### config.mk
export PLATFORM = sky130hd
export DESIGN_NAME = prefix_tree_adder
export DESIGN_NICKNAME = d
export VERILOG_FILES = /design/src/rtl/prefix_tree_adder.sv
export SDC_FILE = /design/constraint.sdc
export NUM_CORES = 1
export LEC_CHECK = 0
export BUFFER_PORTS_ARGS = -buffer_cell sky130_fd_sc_hd__buf_2
export CORE_AREA = 2 2 39 41
export DETAILED_ROUTE_END_ITERATION = 7
export DIE_AREA = 0 0 41 43
export GPL_TIMING_DRIVEN = 1
export RECOVER_POWER = 50
export SLEW_MARGIN = 40
export SYNTH_ARGS = -nofsm -noshare
export SYNTH_HDL_FRONTEND = slang
export SYNTH_SLANG_ARGS = --single-unit
### constraint.sdc
create_clock -name vclk -period 6.28
set_input_delay 1.256 -clock vclk [all_inputs]
set_output_delay 1.256 -clock vclk [all_outputs]
set_load 0.03 [all_outputs]
### src/rtl/prefix_tree_adder.sv
module prefix_tree_adder #(
  parameter int WIDTH = 8
) (
  input  logic [WIDTH-1:0] a_i,
  input  logic [WIDTH-1:0] b_i,
  input  logic             cin_i,
  output logic [WIDTH-1:0] sum_o,
  output logic             cout_o
);
  localparam int LVL = $clog2(WIDTH);
  localparam int NST = 2 * LVL;

  logic [WIDTH-1:0] bp, bg;
  logic [NST-1:0][WIDTH-1:0] tp, tg;
  logic [WIDTH-1:0] cy;

  assign bp = a_i ^ b_i;
  assign bg = a_i & b_i;

  assign tp[0] = bp;
  assign tg[0] = {bg[WIDTH-1:1], bg[0] | (bp[0] & cin_i)};

  for (genvar s = 1; s < NST; s++) begin : g_stage
    localparam int UP = (s <= LVL);
    localparam int D  = UP ? (1 << (s - 1)) : (1 << (NST - s - 1));
    for (genvar k = 0; k < WIDTH; k++) begin : g_bit
      localparam bit ACT = UP ? (((k + 1) % (2 * D)) == 0)
                              : ((((k + 1) % (2 * D)) == D) && (k >= 3 * D - 1));
      if (ACT) begin : g_node
        assign tp[s][k] = tp[s-1][k] & tp[s-1][k-D];
        assign tg[s][k] = tg[s-1][k] | (tp[s-1][k] & tg[s-1][k-D]);
      end else begin : g_pass
        assign tp[s][k] = tp[s-1][k];
        assign tg[s][k] = tg[s-1][k];
      end
    end
  end

  assign cy     = {tg[NST-1][WIDTH-2:0], cin_i};
  assign sum_o  = bp ^ cy;
  assign cout_o = tg[NST-1][WIDTH-1];
endmodule

==> out/results.ini, run 1 <==
[synthesis]
synth_top_area_share_pct=32.7
avgSynthCellArea_um2=9.29
yosys.area.top_type=fa_1
synthesis.nets=61
synthTopCellsByArea=fa_1, ha_1, inv_1
syn_area_um2=307
netlist_instances=33
synth.distinct_cells=13
ys_seq_area_share_pct=0
yosysWarnings=0

[critical_path]
crit_path_max_incr_delay_ps=380
cp.required_ps=5020
path_class=in -> out
end_kind=output pin
path_buf_inv=4
cp_data_arrival_time_ps=3310
crit_path_frequent_cell=fa_1
crit_path_max_fanout=2
critPathSlowestCell=fa_1
crit_chain=buf_2, inv_1, fa_1, inv_1, fa_1, a21o_1, o21ai_0, nand2_1, fa_1, xor2_1, buf_2
crit_family=adder cells
startpoint_type=input port

[run]
maxCapViolations=0

[timing]
slew_viol_final=0
finalCriticalPeriod_ps=4570
hold_viol=0
max_slew_margin_pct=75.6
finalSetupViolations=0
fmax_mhz=219
grt_setup_unrepaired=no
timing.final.crit_share_pct=72.8
setup_tns_ps=0
tightest_slew_ps=368

[placement]
gp_congestion=0.637
io_buffer_count=26
hpwl_um=592

[die]
die_h_um=43
die_w_um=41
die_area_mm2=0.00176
start_util_pct=22.2
ioPinCount=26
std_cell_rows=14
coreArea_mm2=0.00138

[finish]
seq_area_um2=0
fillers=160
clkbuf_count=0
layout_commonest_cell=buf_2
area_growth_pct=46.5
seq_cell_count=0
nNetsFinal=89
fin_util_pct=32.5
drive_gt1_share_pct=42.4
n_antenna_cell=0
layout_common_cells=buf_2, inv_1, ha_1, fa_1, clkbuf_1

[global_route]
grt_antenna_before_repair=0
gr-total-overflow=0
grt_max_degree=4
grt_pass1_wl_um=993
grt_usage_pct=7.53
first_global_vias=290

[routing]
routed_wl_um=602
via_per_inst=4.11
vias=308
drc=0
drt_pass1_iterations=1
wl_per_cell_um=8.03
ant_nets=0
first_iter_violations=0

[power_and_ir_drop]
cellPowerDensity_mw_per_mm2=137
ir_drop_mv=0.0484
p_leak_nw=0.281
power_uw=61.3

[status]
status=completed

[worst_hold_path]
hold_class=in -> out

[cts]
postCtsSetupRepairBufs=0
hold_buffers=0
cts_resized=0

routing by layer:
metal  vias up  global-route usage (%)  share of wire [%]
li1        157                       -                  -
met1       135                    8.04                 34
met2        16                    15.3                 51
met3         0                   0.524                 14
met4         0                       0                  0
met5         -                       0                  0
power breakdown:
group	leakage [nW]	switching (mW)	total (mW)	internal, mW
Clock	0	0	0	0
Sequential	0	0	0	0
Combinational	0.281	0.0402	0.0613	0.0211
Total	0.281	0.0402	0.0613	0.0211
stage by stage:
step | hold WS, ps | std cells | setup WS (ps) | cell area (µm²)
6_report | 2940 | 75 | 1710 | 449
3_3_place_gp | 2930 | 75 | 1860 | 457
3_5_place_dp | 2940 | 75 | 1850 | 457
2_1_floorplan | 2820 | 33 | 1860 | 307
5_1_grt | 2980 | 75 | 1470 | 449
4_1_cts | 2940 | 75 | 1850 | 457
logic make-up after synthesis:
family                     count (synthesis)  synth area share, %
adders and majority gates                 11                 57.1
AOI/OAI and AO/OA                          8                 20.8
xor gates and xnor gates                   3                 8.57
and+or+nand+nor                            2                 2.45
buffers and inverters                      9                 11.0
area by class of cell:
cell class         instances  area (µm²)  share of cell area, %
inverters                  9        33.8                   7.52
multi-input cells         24         269                   59.9
well taps                 16        20.0                   4.46
repair buffers            26         126                   28.1
cells in the mapped netlist:
library cell / number
a21o_1: 2
a21oi_1: 1
a21oi_2: 1
fa_1: 5
ha_1: 6
inv_1: 9
nand2_1: 2
o211a_1: 1
o21ai_1: 1
o21ai_2: 1
o21bai_2: 1
xnor2_1: 1
xor2_1: 2
worst paths after layout:
path / from / endpoint / depth (start not counted)
max: a_i[0] / sum_o[7] / 11
min: b_i[4] / sum_o[4] / 3
tightest hold or removal path, delay by kind of cell:
| kind | cells | cell delay, ps |
|---|---|---|
| adder cells (fa/ha/maj) | 1 | 150 |
| buffers and inverters | 2 | 290 |
(Power assumes the default switching activity.)
==> inputs of run 2 (changes only) <==
Clock period 6.28 ns to 3.9 ns, I/O delays scaled along.
==> out/results.ini, run 2 (synthesized netlist as in run 1, its figures left out) <==
[finish]
fillers=168
n_antenna_cell=0
layout_common_cells=buf_2, inv_1, ha_1, fa_1, clkbuf_1
layout_commonest_cell=buf_2
fin_util_pct=32.7
nNetsFinal=89
drive_gt1_share_pct=44.1
seq_area_um2=0
clkbuf_count=0
seq_cell_count=0
area_growth_pct=47.8

[cts]
postCtsSetupRepairBufs=0
hold_buffers=0
cts_resized=0

[die]
start_util_pct=22.2
ioPinCount=26
die_h_um=43
coreArea_mm2=0.00138
std_cell_rows=14
die_w_um=41
die_area_mm2=0.00176

[critical_path]
path_class=in -> out
crit_path_max_fanout=2
critPathSlowestCell=fa_1
startpoint_type=input port
crit_path_frequent_cell=fa_1
crit_chain=buf_2, inv_1, fa_1, inv_1, fa_1, a21o_1, o21ai_2, nand2_1, fa_1, xor2_1, buf_2
end_kind=output pin
cp_data_arrival_time_ps=2680
path_buf_inv=4
cp.required_ps=3120
crit_path_max_incr_delay_ps=370
crit_family=adder cells

[worst_hold_path]
hold_class=in -> out

[routing]
ant_nets=0
drt_pass1_iterations=1
wl_per_cell_um=7.75
routed_wl_um=581
vias=307
first_iter_violations=0
drc=0
via_per_inst=4.09

[timing]
timing.final.crit_share_pct=88.8
finalSetupViolations=0
max_slew_margin_pct=75.9
hold_viol=0
slew_viol_final=0
setup_tns_ps=0
fmax_mhz=289
tightest_slew_ps=363
grt_setup_unrepaired=no
finalCriticalPeriod_ps=3460

[global_route]
grt_pass1_wl_um=869
grt_antenna_before_repair=0
first_global_vias=284
gr-total-overflow=0
grt_usage_pct=6.53
grt_max_degree=4

[power_and_ir_drop]
p_clk_share_pct=0
sw_frac_of_total_pct=65.7
p_leak_nw=0.281
cellPowerDensity_mw_per_mm2=219
internal_power_uw=33.9
seqPwrFrac_pct=0
p_comb_share_pct=100.0
ir_drop_mv=0.0773
p_switching_uw=65.0

[status]
status=completed

[placement]
io_buffer_count=26
gp_congestion=0.646
hpwl_um=584

[run]
maxCapViolations=0

[run 2: final timing paths]
| kind | start | to | slack (ps) | cells past startpoint |
|---|---|---|---|---|
| max | a_i[0] | sum_o[7] | 440 | 11 |
| min | b_i[4] | sum_o[4] | 1990 | 3 |
[run 2: per-layer routing]
metal | global-route usage (%) | wire [µm] | vias to the layer above
met2 | 13.8 | 304 | 16
met4 | 0 | 0 | 0
li1 | - | - | 157
met1 | 6.45 | 202 | 134
met5 | 0 | 0 | -
met3 | 0.524 | 75 | 0
[run 2: per-stage QoR]
step	cells	hold slack [ps]	worst slack, ps	cell area [µm²]	power [mW]
after floorplan	33	1870	436	307	0.0755
after global placement	75	1980	443	457	0.102
after detailed placement	75	1980	426	457	0.102
after CTS	75	1980	411	457	0.102
after global routing	75	2030	293	453	0.110
final	75	1990	438	453	0.0990
[run 2: final cells by class]
type / instances / area, µm² / area share, %
multi-input cells: 24 / 273 / 60.2
inverters: 9 / 33.8 / 7.46
repair buffers: 26 / 126 / 27.9
well taps: 16 / 20.0 / 4.42
[run 2: power groups by stage]
| stage | Combinational (mW) | Sequential [mW] | Clock [mW] |
|---|---|---|---|
| 4_1_cts | 0.102 | 0 | 0 |
| 3_3_place_gp | 0.102 | 0 | 0 |
| 2_1_floorplan | 0.0755 | 0 | 0 |
| 6_report | 0.0990 | 0 | 0 |
| 3_5_place_dp | 0.102 | 0 | 0 |
| 5_1_grt | 0.110 | 0 | 0 |
==> inputs of run 3 (changes only) <==
Settings changed: PLACE_DENSITY set to 0.61.
==> out/results.ini, run 3 (synthesized netlist as in run 1, its figures left out) <==
[finish]
seq_area_um2=0
layout_commonest_cell=buf_2
postLayoutCellArea_um2=453
drive_gt1_share_pct=44.1
n_antenna_cell=0
fillers=159
area_growth_pct=47.8
nNetsFinal=89
layout_common_cells=buf_2, inv_1, ha_1, fa_1, clkbuf_1
clkbuf_count=0
seq_cell_count=0

[timing]
setup_tns_ps=0
tightest_slew_ps=367
hold_viol=0
finalSetupViolations=0
grt_setup_unrepaired=no
timing.final.crit_share_pct=89.4
holdWs_ps=1990
max_slew_margin_pct=75.7
finalCriticalPeriod_ps=3490
fmax_mhz=287
slew_viol_final=0

[placement]
gp_congestion=0.642
place_area_um2=457
io_buffer_count=26
hpwl_um=615

[cts]
postCtsSetupRepairBufs=0
hold_buffers=0
cts_resized=0

[power_and_ir_drop]
ir_drop_mv=0.0777
power_uw=99.8
cellPowerDensity_mw_per_mm2=220
p_leak_nw=0.281

[critical_path]
path_buf_inv=4
crit_path_max_fanout=2
crit_family=adder cells
cp.required_ps=3120
end_kind=output pin
path_class=in -> out
crit_path_max_incr_delay_ps=390
crit_path_frequent_cell=fa_1
critPathSlowestCell=fa_1
cp_data_arrival_time_ps=2710
startpoint_type=input port
crit_chain=buf_2, inv_1, fa_1, inv_1, fa_1, a21o_1, o21ai_2, nand2_1, fa_1, xor2_1, buf_2

[worst_hold_path]
min_to=sum_o[4]
hold_class=in -> out
worstHoldStart=b_i[4]
whs_path_depth=3

[die]
start_util_pct=22.2
die_h_um=43
die_w_um=41
coreArea_mm2=0.00138
die_area_mm2=0.00176
ioPinCount=26
std_cell_rows=14

[global_route]
grt_usage_pct=7.23
first_global_vias=264
grt_max_degree=4
grt_antenna_before_repair=0
grt_pass1_wl_um=945
gr-total-overflow=0

[routing]
wl_per_cell_um=8.27
first_iter_violations=0
ant_nets=0
vias=300
drc=0
routed_wl_um=620
drt_pass1_iterations=1
via_per_inst=4.00

[status]
status=completed

[run]
maxCapViolations=0

==> run 3: cell counts in the layout (fill, tap and decap cells not counted) <==
Identical to the previous run, type by type.
==> run 3: final cells by class <==
| type | count | area [µm²] | area share, % |
|---|---|---|---|
| multi-input cells | 24 | 273 | 60.2 |
| repair buffers | 26 | 126 | 27.9 |
| inverters | 9 | 33.8 | 7.46 |
| well taps | 16 | 20.0 | 4.42 |
==> run 3: tightest hold or removal path, cell delays in order <==
cell and delay [ps]:
buf_2 100, fa_1 140, buf_2 190
==> run 3: where the power goes <==
part | switching (mW) | internal (mW)
Combinational | 0.0656 | 0.0342
Clock | 0 | 0
Sequential | 0 | 0
Total | 0.0656 | 0.0342
==> run 3: worst max path at each step <==
stage	end	slack, ps	startpoint	cells after the start
final	sum_o[7]	410	a_i[0]	11
after global routing	sum_o[7]	270	a_i[0]	11
after CTS	sum_o[7]	390	a_i[0]	11
after detailed placement	sum_o[7]	390	a_i[0]	11
after global placement	sum_o[7]	430	a_i[0]	11
after floorplan	sum_o[7]	440	a_i[0]	9
==> run 3: routing by layer <==
layer	vias up	share of wire, %	track usage (%)
met5	-	0	0
met4	0	0	0
li1	159	-	-
met3	0	16	1.57
met2	21	47	14.1
met1	120	37	7.72
==> run 3: stage by stage <==
| step | setup slack (ps) | util, % | std cells |
|---|---|---|---|
| floorplan | 436 | - | 33 |
| global placement | 433 | 33.0 | 75 |
| detailed placement | 390 | 33.0 | 75 |
| CTS | 389 | 33.0 | 75 |
| global route | 274 | 32.7 | 75 |
| finish | 412 | 32.7 | 75 |
